===== config.mk =====
export PLATFORM = sky130hd
export DESIGN_NAME = prf_regfile
export DESIGN_NICKNAME = d
export VERILOG_FILES = /design/src/rtl/prf_pkg.sv /design/src/rtl/prf_rst_sync.sv /design/src/rtl/prf_access_gate.sv /design/src/rtl/prf_store.sv /design/src/rtl/prf_read_port.sv /design/src/rtl/prf_regfile.sv
export SDC_FILE = /design/constraint.sdc
export NUM_CORES = 2
export LEC_CHECK = 0
export BUFFER_PORTS_ARGS = -buffer_cell sky130_fd_sc_hd__buf_2
export CAP_MARGIN = 25
export CORE_ASPECT_RATIO = 1.5
export CORE_MARGIN = 4
export CORE_UTILIZATION = 45
export DETAILED_ROUTE_END_ITERATION = 8
export PLACE_DENSITY = 0.59
export SKIP_LAST_GASP = 1
export SLEW_MARGIN = 20
export SYNTH_ARGS = -nofsm -noshare
export SYNTH_HDL_FRONTEND = slang
export SYNTH_SLANG_ARGS = --single-unit

===== constraint.sdc =====
create_clock -name clk -period 49.8 [get_ports clk]
set_input_delay 2.49 -clock clk [delete_from_list [all_inputs] [get_ports clk]]
set_output_delay 2.49 -clock clk [all_outputs]
set_load 0.02 [all_outputs]

===== src/rtl/prf_pkg.sv =====
package prf_pkg;

  typedef enum logic [1:0] {
    ACC_OPEN  = 2'd0,
    ACC_SUPER = 2'd1,
    ACC_DEBUG = 2'd2
  } acc_cls_e;

  localparam int unsigned SYNC_STAGES = 2;

endpackage


===== src/rtl/prf_rst_sync.sv =====
module prf_rst_sync #(
  parameter int unsigned STAGES = 2
) (
  input  logic clk,
  input  logic rst_n,
  output logic rst_n_sync
);

  logic [STAGES-1:0] chain_q;
  logic [STAGES-1:0] chain_d;

  always_comb begin
    chain_d = {chain_q[STAGES-2:0], 1'b1};
  end

  always_ff @(posedge clk or negedge rst_n) begin
    if (!rst_n) begin
      chain_q <= '0;
    end else begin
      chain_q <= chain_d;
    end
  end

  assign rst_n_sync = chain_q[STAGES-1];

endmodule


===== src/rtl/prf_access_gate.sv =====
module prf_access_gate
  import prf_pkg::*;
#(
  parameter int unsigned ADDR_W    = 5,
  parameter int unsigned EXC_REG_A = 24,
  parameter int unsigned EXC_REG_B = 29,
  parameter int unsigned DBG_REG_A = 25,
  parameter int unsigned DBG_REG_B = 30
) (
  input  logic [ADDR_W-1:0] addr,
  input  logic              user_mode,
  input  logic              dbg_access,
  output logic              permitted
);

  acc_cls_e cls;

  always_comb begin
    if (addr == ADDR_W'(EXC_REG_A) || addr == ADDR_W'(EXC_REG_B)) begin
      cls = ACC_SUPER;
    end else if (addr == ADDR_W'(DBG_REG_A) || addr == ADDR_W'(DBG_REG_B)) begin
      cls = ACC_DEBUG;
    end else begin
      cls = ACC_OPEN;
    end
  end

  always_comb begin
    unique case (cls)
      ACC_SUPER: permitted = !user_mode;
      ACC_DEBUG: permitted = dbg_access;
      default:   permitted = 1'b1;
    endcase
  end

endmodule


===== src/rtl/prf_store.sv =====
module prf_store #(
  parameter int unsigned DATA_W   = 32,
  parameter int unsigned NUM_REGS = 32,
  parameter int unsigned ADDR_W   = 5
) (
  input  logic                             clk,
  input  logic                             rst_n,
  input  logic                             wr_fire,
  input  logic [ADDR_W-1:0]                wr_sel,
  input  logic [DATA_W-1:0]                wr_val,
  output logic [NUM_REGS-1:0][DATA_W-1:0]  regs_o
);

  for (genvar g = 0; g < NUM_REGS; g++) begin : g_reg
    if (g == 0) begin : g_zero
      assign regs_o[g] = '0;
    end else begin : g_word
      logic              en;
      logic [DATA_W-1:0] word_d;
      logic [DATA_W-1:0] word_q;

      always_comb begin
        en     = wr_fire && (wr_sel == ADDR_W'(g));
        word_d = en ? wr_val : word_q;
      end

      always_ff @(posedge clk or negedge rst_n) begin
        if (!rst_n) begin
          word_q <= '0;
        end else if (en) begin
          word_q <= word_d;
        end
      end

      assign regs_o[g] = word_q;
    end
  end

endmodule


===== src/rtl/prf_read_port.sv =====
module prf_read_port #(
  parameter int unsigned DATA_W   = 32,
  parameter int unsigned NUM_REGS = 32,
  parameter int unsigned ADDR_W   = 5
) (
  input  logic [ADDR_W-1:0]                addr,
  input  logic                             permitted,
  input  logic [NUM_REGS-1:0][DATA_W-1:0]  regs,
  input  logic                             byp_fire,
  input  logic [ADDR_W-1:0]                byp_sel,
  input  logic [DATA_W-1:0]                byp_val,
  output logic [DATA_W-1:0]                data
);

  logic              hit;
  logic [DATA_W-1:0] raw;

  always_comb begin
    hit = byp_fire && (byp_sel == addr);
    raw = hit ? byp_val : regs[addr];
    data = permitted ? raw : '0;
  end

endmodule


===== src/rtl/prf_regfile.sv =====
module prf_regfile
  import prf_pkg::*;
#(
  parameter int unsigned DATA_W    = 32,
  parameter int unsigned NUM_REGS  = 32,
  parameter int unsigned EXC_REG_A = 24,
  parameter int unsigned EXC_REG_B = 29,
  parameter int unsigned DBG_REG_A = 25,
  parameter int unsigned DBG_REG_B = 30,
  parameter int unsigned LINK_REG  = 31
) (
  input  logic                          clk,
  input  logic                          rst_n,
  input  logic [$clog2(NUM_REGS)-1:0]   rd_addr_a,
  input  logic                          rd_en_a,
  output logic [DATA_W-1:0]             rd_data_a,
  input  logic [$clog2(NUM_REGS)-1:0]   rd_addr_b,
  input  logic                          rd_en_b,
  output logic [DATA_W-1:0]             rd_data_b,
  input  logic [$clog2(NUM_REGS)-1:0]   wr_addr,
  input  logic [DATA_W-1:0]             wr_data,
  input  logic                          wr_en,
  input  logic                          link_en,
  input  logic [DATA_W-1:0]             link_data,
  input  logic                          user_mode,
  input  logic                          dbg_access,
  output logic                          violation
);

  localparam int unsigned ADDR_W  = $clog2(NUM_REGS);
  localparam int unsigned N_RD    = 2;
  localparam int unsigned N_CHK   = N_RD + 1;
  localparam int unsigned WR_SLOT = N_RD;

  logic rst_n_sync;

  prf_rst_sync #(
    .STAGES(SYNC_STAGES)
  ) u_rst_sync (
    .clk       (clk),
    .rst_n     (rst_n),
    .rst_n_sync(rst_n_sync)
  );

  // Access checks: slots 0..N_RD-1 are read ports, last slot is the write port.
  logic [ADDR_W-1:0] chk_addr [N_CHK];
  logic [N_CHK-1:0]  chk_ok;
  logic [N_CHK-1:0]  chk_live;

  assign chk_addr[0]       = rd_addr_a;
  assign chk_addr[1]       = rd_addr_b;
  assign chk_addr[WR_SLOT] = wr_addr;

  for (genvar p = 0; p < N_CHK; p++) begin : g_gate
    prf_access_gate #(
      .ADDR_W   (ADDR_W),
      .EXC_REG_A(EXC_REG_A),
      .EXC_REG_B(EXC_REG_B),
      .DBG_REG_A(DBG_REG_A),
      .DBG_REG_B(DBG_REG_B)
    ) u_gate (
      .addr      (chk_addr[p]),
      .user_mode (user_mode),
      .dbg_access(dbg_access),
      .permitted (chk_ok[p])
    );
  end

  // Write-port arbitration: the link strobe owns the port when high.
  logic              eff_fire;
  logic [ADDR_W-1:0] eff_sel;
  logic [DATA_W-1:0] eff_val;
  logic              plain_wr;

  always_comb begin
    plain_wr = wr_en && !link_en;
    if (link_en) begin
      eff_fire = 1'b1;
      eff_sel  = ADDR_W'(LINK_REG);
      eff_val  = link_data;
    end else begin
      eff_fire = wr_en && chk_ok[WR_SLOT] && (wr_addr != '0);
      eff_sel  = wr_addr;
      eff_val  = wr_data;
    end
  end

  always_comb begin
    chk_live[0]       = rd_en_a;
    chk_live[1]       = rd_en_b;
    chk_live[WR_SLOT] = plain_wr;
    violation         = |(chk_live & ~chk_ok);
  end

  logic [NUM_REGS-1:0][DATA_W-1:0] regs;

  prf_store #(
    .DATA_W  (DATA_W),
    .NUM_REGS(NUM_REGS),
    .ADDR_W  (ADDR_W)
  ) u_store (
    .clk    (clk),
    .rst_n  (rst_n_sync),
    .wr_fire(eff_fire),
    .wr_sel (eff_sel),
    .wr_val (eff_val),
    .regs_o (regs)
  );

  logic [DATA_W-1:0] rd_word [N_RD];

  for (genvar r = 0; r < N_RD; r++) begin : g_rd
    prf_read_port #(
      .DATA_W  (DATA_W),
      .NUM_REGS(NUM_REGS),
      .ADDR_W  (ADDR_W)
    ) u_rd (
      .addr     (chk_addr[r]),
      .permitted(chk_ok[r]),
      .regs     (regs),
      .byp_fire (eff_fire),
      .byp_sel  (eff_sel),
      .byp_val  (eff_val),
      .data     (rd_word[r])
    );
  end

  assign rd_data_a = rd_word[0];
  assign rd_data_b = rd_word[1];

endmodule


# Word-level counts from Yosys, hierarchy flattened
# Cells that the tools add are included.
[op_classes] n_eq_ne=51 bitwise_logic=2 add_sub_neg=0 mul=0 n_mux=20 n_shift=0 n_div=0 magnitude_cmp=2 n_reduce_logical=46
[ops] cell="$bmux 32 s5" n=2
[ops] cell="$mux 32" n=7
[ops] cell="$eq 5x5->1 const B" n=28
[ops] cell="$eq 5x4->1 const B" n=8
[ops] cell="$logic_and 1x1->1" n=36
[ops] cell="$eq 5x3->1 const B" n=4
[ops] cell="$lt 5x6->1 const B" n=2
[ops] cell="$mux 2" n=6
[ops] cell="$eq 5x2->1 const B" n=2
[ops] cell="$eq 5x5->1" n=2
[ops] cell="$eq 2x1->1 const B" n=3
[ops] cell="$eq 2x2->1 const B" n=3
[ops] cell="$logic_or 1x1->1" n=6
[ops] cell="$pmux 1 s2" n=3
[ops] cell="$eq 5x1->1 const B" n=1
[ops] cell="$mux 5" n=1
[ops] cell="$reduce_bool 5->1" n=1
[ops] cell="$and 3x3->3" n=1
[ops] cell="$not 3->3" n=1
[ops] cell="$reduce_or 3->1" n=1
[ops] cell="$logic_not 1->1" n=2
[ops] cell="$mux 1" n=1
[word_totals] mem_bits_ro=0 input_bits=87 ff_bits=994 wordCells=153 ramBits=0 output_inout_bits=65 latchBits=0 mem_count=0

# Longest topological paths before layout
[depth] word_depth=12 mapped_depth=10 ltp_nobuf=6

# Cells and area by module
# From an unflattened synthesis, not the netlist that was laid out.
[unflattened] hier_cells=4207 hier_area_um2=57318.7
[modules_own_cells] mod="prf_store" area_per_inst_um2=37334.6 seq_area_each_um2=24823.8 cells_per_inst=2256 instances=1
[modules_own_cells] mod="prf_read_port" area_per_inst_um2=9656.8 seq_area_each_um2=0.0 cells_per_inst=939 instances=2
[modules_own_cells] mod="prf_regfile" area_per_inst_um2=459.2 seq_area_each_um2=0.0 cells_per_inst=49 instances=1
[modules_own_cells] mod="prf_access_gate" area_per_inst_um2=52.6 seq_area_each_um2=0.0 cells_per_inst=7 instances=3
[modules_own_cells] mod="prf_rst_sync" area_per_inst_um2=53.8 seq_area_each_um2=50.0 cells_per_inst=3 instances=1

# Least setup slack after synthesis
# No wires, ideal clock.
[synth_timing] path_type="input port to output port" start="input wr_addr[1]" end="output rd_data_b[14]" required_ns=47.310 n_path_buf=3 path_slack_ns=42.632 arrival_time_ns=4.678 stages=8 cell_sequence="buf_2 -> or4_1 -> o21ai_0 -> a211oi_1 -> o311a_1 -> buf_2 -> clkbuf_1 -> a211oi_1"
[synth_via] elab_chain_cells=12
[synth_lines] item="start: declaration" line="prf_regfile.sv:20" source="input logic [$clog2(NUM_REGS)-1:0] wr_addr,"
[synth_lines] item="$eq 5x5->1" line="prf_access_gate.sv:21" source="end else if (addr == ADDR_W'(DBG_REG_A) || addr == ADDR_W'(DBG_REG_B)) begin"
[synth_lines] item="$logic_or 1x1->1" line="prf_access_gate.sv:21"
[synth_lines] item="$mux 2" line="prf_access_gate.sv:21"
[synth_lines] item="$mux 2" line="prf_access_gate.sv:19" source="if (addr == ADDR_W'(EXC_REG_A) || addr == ADDR_W'(EXC_REG_B)) begin"
[synth_lines] item="$eq 2x2->1 / $eq 2x1->1 (equally long branches)" line="prf_access_gate.sv:29" source="unique case (cls)"
[synth_lines] item="$pmux 1 s2" line="prf_access_gate.sv:29"
[synth_lines] item="$logic_and 1x1->1 (2 in a row)" line="prf_regfile.sv:82" source="eff_fire = wr_en && chk_ok[WR_SLOT] && (wr_addr != '0);"
[synth_lines] item="$mux 1" line="prf_regfile.sv:77" source="if (link_en) begin"
[synth_lines] item="$logic_and 1x1->1 (*)" line="prf_read_port.sv:19" source="hit = byp_fire && (byp_sel == addr);"
[synth_lines] item="$mux 32 (*)" line="prf_read_port.sv:20" source="raw = hit ? byp_val : regs[addr];"
[synth_lines] item="$mux 32 (*)" line="prf_read_port.sv:21" source="data = permitted ? raw : '0;"
[synth_lines] item="end: declaration" line="prf_regfile.sv:19" source="output logic [DATA_W-1:0] rd_data_b,"
# Mark *: on every way between the ends. The rest lies on a longest branch, timed or not.

# Final worst setup path
[layout_timing] start="input rd_addr_a[0]" end="output rd_data_a[19]"
[layout_via] elab_chain_cells=7
[layout_lines] item="start: declaration" line="prf_regfile.sv:14" source="input logic [$clog2(NUM_REGS)-1:0] rd_addr_a,"
[layout_lines] item="$eq 5x5->1" line="prf_access_gate.sv:21"
[layout_lines] item="$logic_or 1x1->1" line="prf_access_gate.sv:21"
[layout_lines] item="$mux 2" line="prf_access_gate.sv:21"
[layout_lines] item="$mux 2" line="prf_access_gate.sv:19"
[layout_lines] item="$eq 2x2->1 / $eq 2x1->1 (equally long branches)" line="prf_access_gate.sv:29"
[layout_lines] item="$pmux 1 s2" line="prf_access_gate.sv:29"
[layout_lines] item="$mux 32 (*)" line="prf_read_port.sv:21"
[layout_lines] item="end: declaration" line="prf_regfile.sv:16" source="output logic [DATA_W-1:0] rd_data_a,"
# Mark *: on every way between the ends. The rest lies on a longest branch, timed or not. The select of a mux whose other input is x is not followed.

==> parameters.txt <==
Parameter                              Value

Timing
  Worst slew margin ... 22.15%
  Final hold violations ... 0
  Transition time at the pin with the least slew margin ... 1168 ps
  Clock period minus final worst setup slack ... 9553 ps
  Fin crit share ... 19.18%
  Highest Clock Rate ... 104.7 MHz
  RSZ-0062 raised after global routing ... false
  Total Neg Setup Slack ... 0 ps
  Largest clock skew in the final design ... 23.46 ps
  Number of setup violations in the final report ... 0
  Max-slew violation count ... 0

Setup path
  Worst Reg-to-Reg Cells ... 3
  Critical path's slowest cell ... sky130_fd_sc_hd__buf_4
  Worst-path fanout max ... 48
  Most Frequent Cell on Critical Path ... sky130_fd_sc_hd__buf_4
  Category of the critical setup timing path ... input port to primary output
  Cells along the critical path ... buf_8, buf_4, buf_4, buf_4, mux2_2, a221oi_1, a221oi_1, a21oi_1, or4_1, mux2i_1, buf_2
  Crit path arrival time ... 7060 ps
  R2R Path Start ... u_rst_sync.chain_q[1]$_DFF_PN0_
  Critical Path Source ... rd_addr_a[0]
  Critical path capture point type ... primary output
  Kind of launch point of the worst setup path ... input port
  Required time of the critical path ... 47310 ps
  Slowest cell delay on critical path ... 800 ps

Final layout
  Fraction of final layout cells with drive strength greater than 1 ... 20.66%
  Net count of the finished layout ... 4876
  Synth-to-Final Area Change ... 11.39%
  Commonest cells after routing, fill and taps aside ... sky130_fd_sc_hd__dfrtp_1 (993), sky130_fd_sc_hd__nand2_1 (943), sky130_fd_sc_hd__o21ai_0 (851)
  Leading cell type in the layout, fill and taps excluded ... sky130_fd_sc_hd__dfrtp_1
  Post-route cell area ... 58050 µm²
  Non-filler instance count after layout ... 6419
  Post-layout utilization of the core ... 50.62%

Floorplan
  Area of the core ... 114700 µm²
  DIE WIDTH ... 285.9 µm
  Overall die area ... 121400 µm²
  Std cell rows ... 152
  Number of placed I/O pins ... 152
  Height of the chip ... 424.8 µm
  Starting density of the core ... 45.44%

Flow run
  Max-capacitance violation count ... 0

Clock tree
  Number of cells upsized or downsized after cts ... 0
  TritonCTS clock tree ... built
  CTS root buffer ... sky130_fd_sc_hd__clkbuf_16
  Number of buffers created by CTS ... 98
  CTS clk-pin slew, worst paths ... 60 ps
  Source-to-sink clock delay at the later pin of the worst-skew pair ... 720 ps
  Clk sinks ... 994
  Maximum clock path buffer count ... 3
  Hold-fix buffers at CTS ... 0
  Setup fix buffers added after clock tree synthesis ... 0
  H-tree lvl count ... 3

Place
  DP HPWL ... 102300 µm
  Port Buffers ... 151
  # placed instances ... 6222
  Post-detailed-placement cell area ... 54360 µm²
  Final RePlAce weighted congestion ... 0.8082

Yosys
  Post-synthesis instance total ... 4930
  Number of register bits inferred by synthesis ... 994
  Average footprint of a synthesized cell ... 10.57 µm²
  Top_reg_cell synth ... sky130_fd_sc_hd__dfrtp_1
  Mapped Area ... 52120 µm²
  Async set or reset register ratio after synthesis ... 100.0%
  Number of flops mapped to enable cells by yosys ... 0
  Count of synthesis-stage warnings from yosys ... 0
  Number of distinct library cell variants in the gate-level netlist after synthesis ... 58
  Syn Nets ... 5017
  Portion of the post-synthesis area used by sequential elements ... 47.73%

Outcome
  Status ... finished clean

Routing
  Pre-antenna DRT Iters ... 6
  Post-detailed-route via-to-cell ratio ... 6.337
  Final routed wire length divided by cell count ... 29.38 µm
  Number of DRC violations after detailed routing ... 0
  Count of antenna-violating nets left after detailed routing ... 0
  Routed vias ... 40670
  Initial drt markers ... 4434
  Total length of routed wires ... 188600 µm

Global routing
  Total grt overflow ... 0
  Vias in the first global route ... 39970
  Pin count of the biggest net entering global routing ... 171
  Number of antenna violations at the first check in global routing ... 4
  First-pass GRT wire length ... 276900 µm
  GRT Total Usage ... 31.03%

Power
  Ratio of total power to cell area ... 38.77 nW/µm²
  Peak supply drop ... 0.00003017 V
  P_leak ... 25.09 nW
  Post-layout total power ... 2.251 mW

Worst hold path
  Hold Path Class ... flip-flop to async pin
-- where the power goes --
group	internal (mW)	total (mW)	leakage [nW]	switching (mW)
Sequential	0.932	1.02	13.1	0.0916
Clock	0.474	0.815	1.73	0.341
Combinational	0.193	0.412	10.3	0.219
-- layout make-up --
class                   count  area, µm²
clock buffers             138       2887
fillers                 10310      56630
clock inverters            46      626.9
multi-input cells        3406      25610
repair buffers            284       2088
diodes                      6      15.01
flip-flops and latches    994      24880
well taps                1540       1927
inverters                   5      18.77
-- worst max-delay path, delay by kind of cell --
kind | cells | cell delay [ps]
multiplexers | 2 | 740
AO/OA/AOI/OAI | 3 | 400
AND/OR/NAND/NOR | 1 | 420
buffers and inverters | 5 | 2800
-- cells in the mapped netlist (40+ instances only) --
| cell | instances | area share [%] |
|---|---|---|
| sky130_fd_sc_hd__a211oi_1 | 58 | 0.84 |
| sky130_fd_sc_hd__a21oi_1 | 200 | 1.9 |
| sky130_fd_sc_hd__a221oi_1 | 62 | 1.0 |
| sky130_fd_sc_hd__a22oi_1 | 44 | 0.63 |
| sky130_fd_sc_hd__buf_2 | 96 | 0.92 |
| sky130_fd_sc_hd__clkbuf_1 | 384 | 2.8 |
| sky130_fd_sc_hd__dfrtp_1 | 994 | 48 |
| sky130_fd_sc_hd__mux2_2 | 84 | 1.8 |
| sky130_fd_sc_hd__mux2i_1 | 214 | 4.1 |
| sky130_fd_sc_hd__mux4_2 | 382 | 17 |
| sky130_fd_sc_hd__nand2_1 | 952 | 6.9 |
| sky130_fd_sc_hd__nand3_1 | 40 | 0.38 |
| sky130_fd_sc_hd__nor2_1 | 161 | 1.2 |
| sky130_fd_sc_hd__nor3_1 | 42 | 0.40 |
| sky130_fd_sc_hd__o21ai_0 | 851 | 8.2 |
| sky130_fd_sc_hd__o22ai_1 | 113 | 1.4 |
-- worst paths after layout --
path | end | slack [ps]
setup / recovery | rd_data_a[19] | 40250
hold / removal | u_store.g_reg[15].g_word.word_q[18]$_DFFE_PN0P_ | 360
setup reg to reg | u_store.g_reg[2].g_word.word_q[26]$_DFFE_PN0P_ | 46680
max in group asynchronous | u_store.g_reg[2].g_word.word_q[26]$_DFFE_PN0P_ | 46680
hold reg to reg | u_store.g_reg[15].g_word.word_q[18]$_DFFE_PN0P_ | 360
min in group clk | u_rst_sync.chain_q[1]$_DFF_PN0_ | 360
-- registers in the layout, summed over array words and instances (netlist names) --
register and count:
u_rst_sync.chain_q 2, u_store.g.g_word.word_q 992
-- stage by stage --
stage	hold WS (ps)	setup slack, ps
floorplan	331.2	20040
global placement	338.0	40170
detailed placement	336.3	40160
CTS	361.9	40160
global route	368.7	39900
finish	356.1	40250
-- per-layer routing --
metal / global-route usage [%] / routed length [µm]
met2: 50.15 / 88850
met5: 0 / 0
met4: 15.27 / 10760
met1: 40.70 / 73440
met3: 5.469 / 15520
-- cells by family (layout without fill, tap and decap cells) --
logic type | after synthesis | after routing | synth area share, %
buf+inv | 530 | 473 | 4.113
xor+xnor | 4 | 4 | 0.06723
flops | 994 | 994 | 47.73
mux | 680 | 680 | 22.43
simple gates | 1312 | 1312 | 10.40
compound gates | 1409 | 1409 | 15.25
other cells | 1 | 7 | 0.007195
Note: power is estimated with default switching activity, not from simulation.
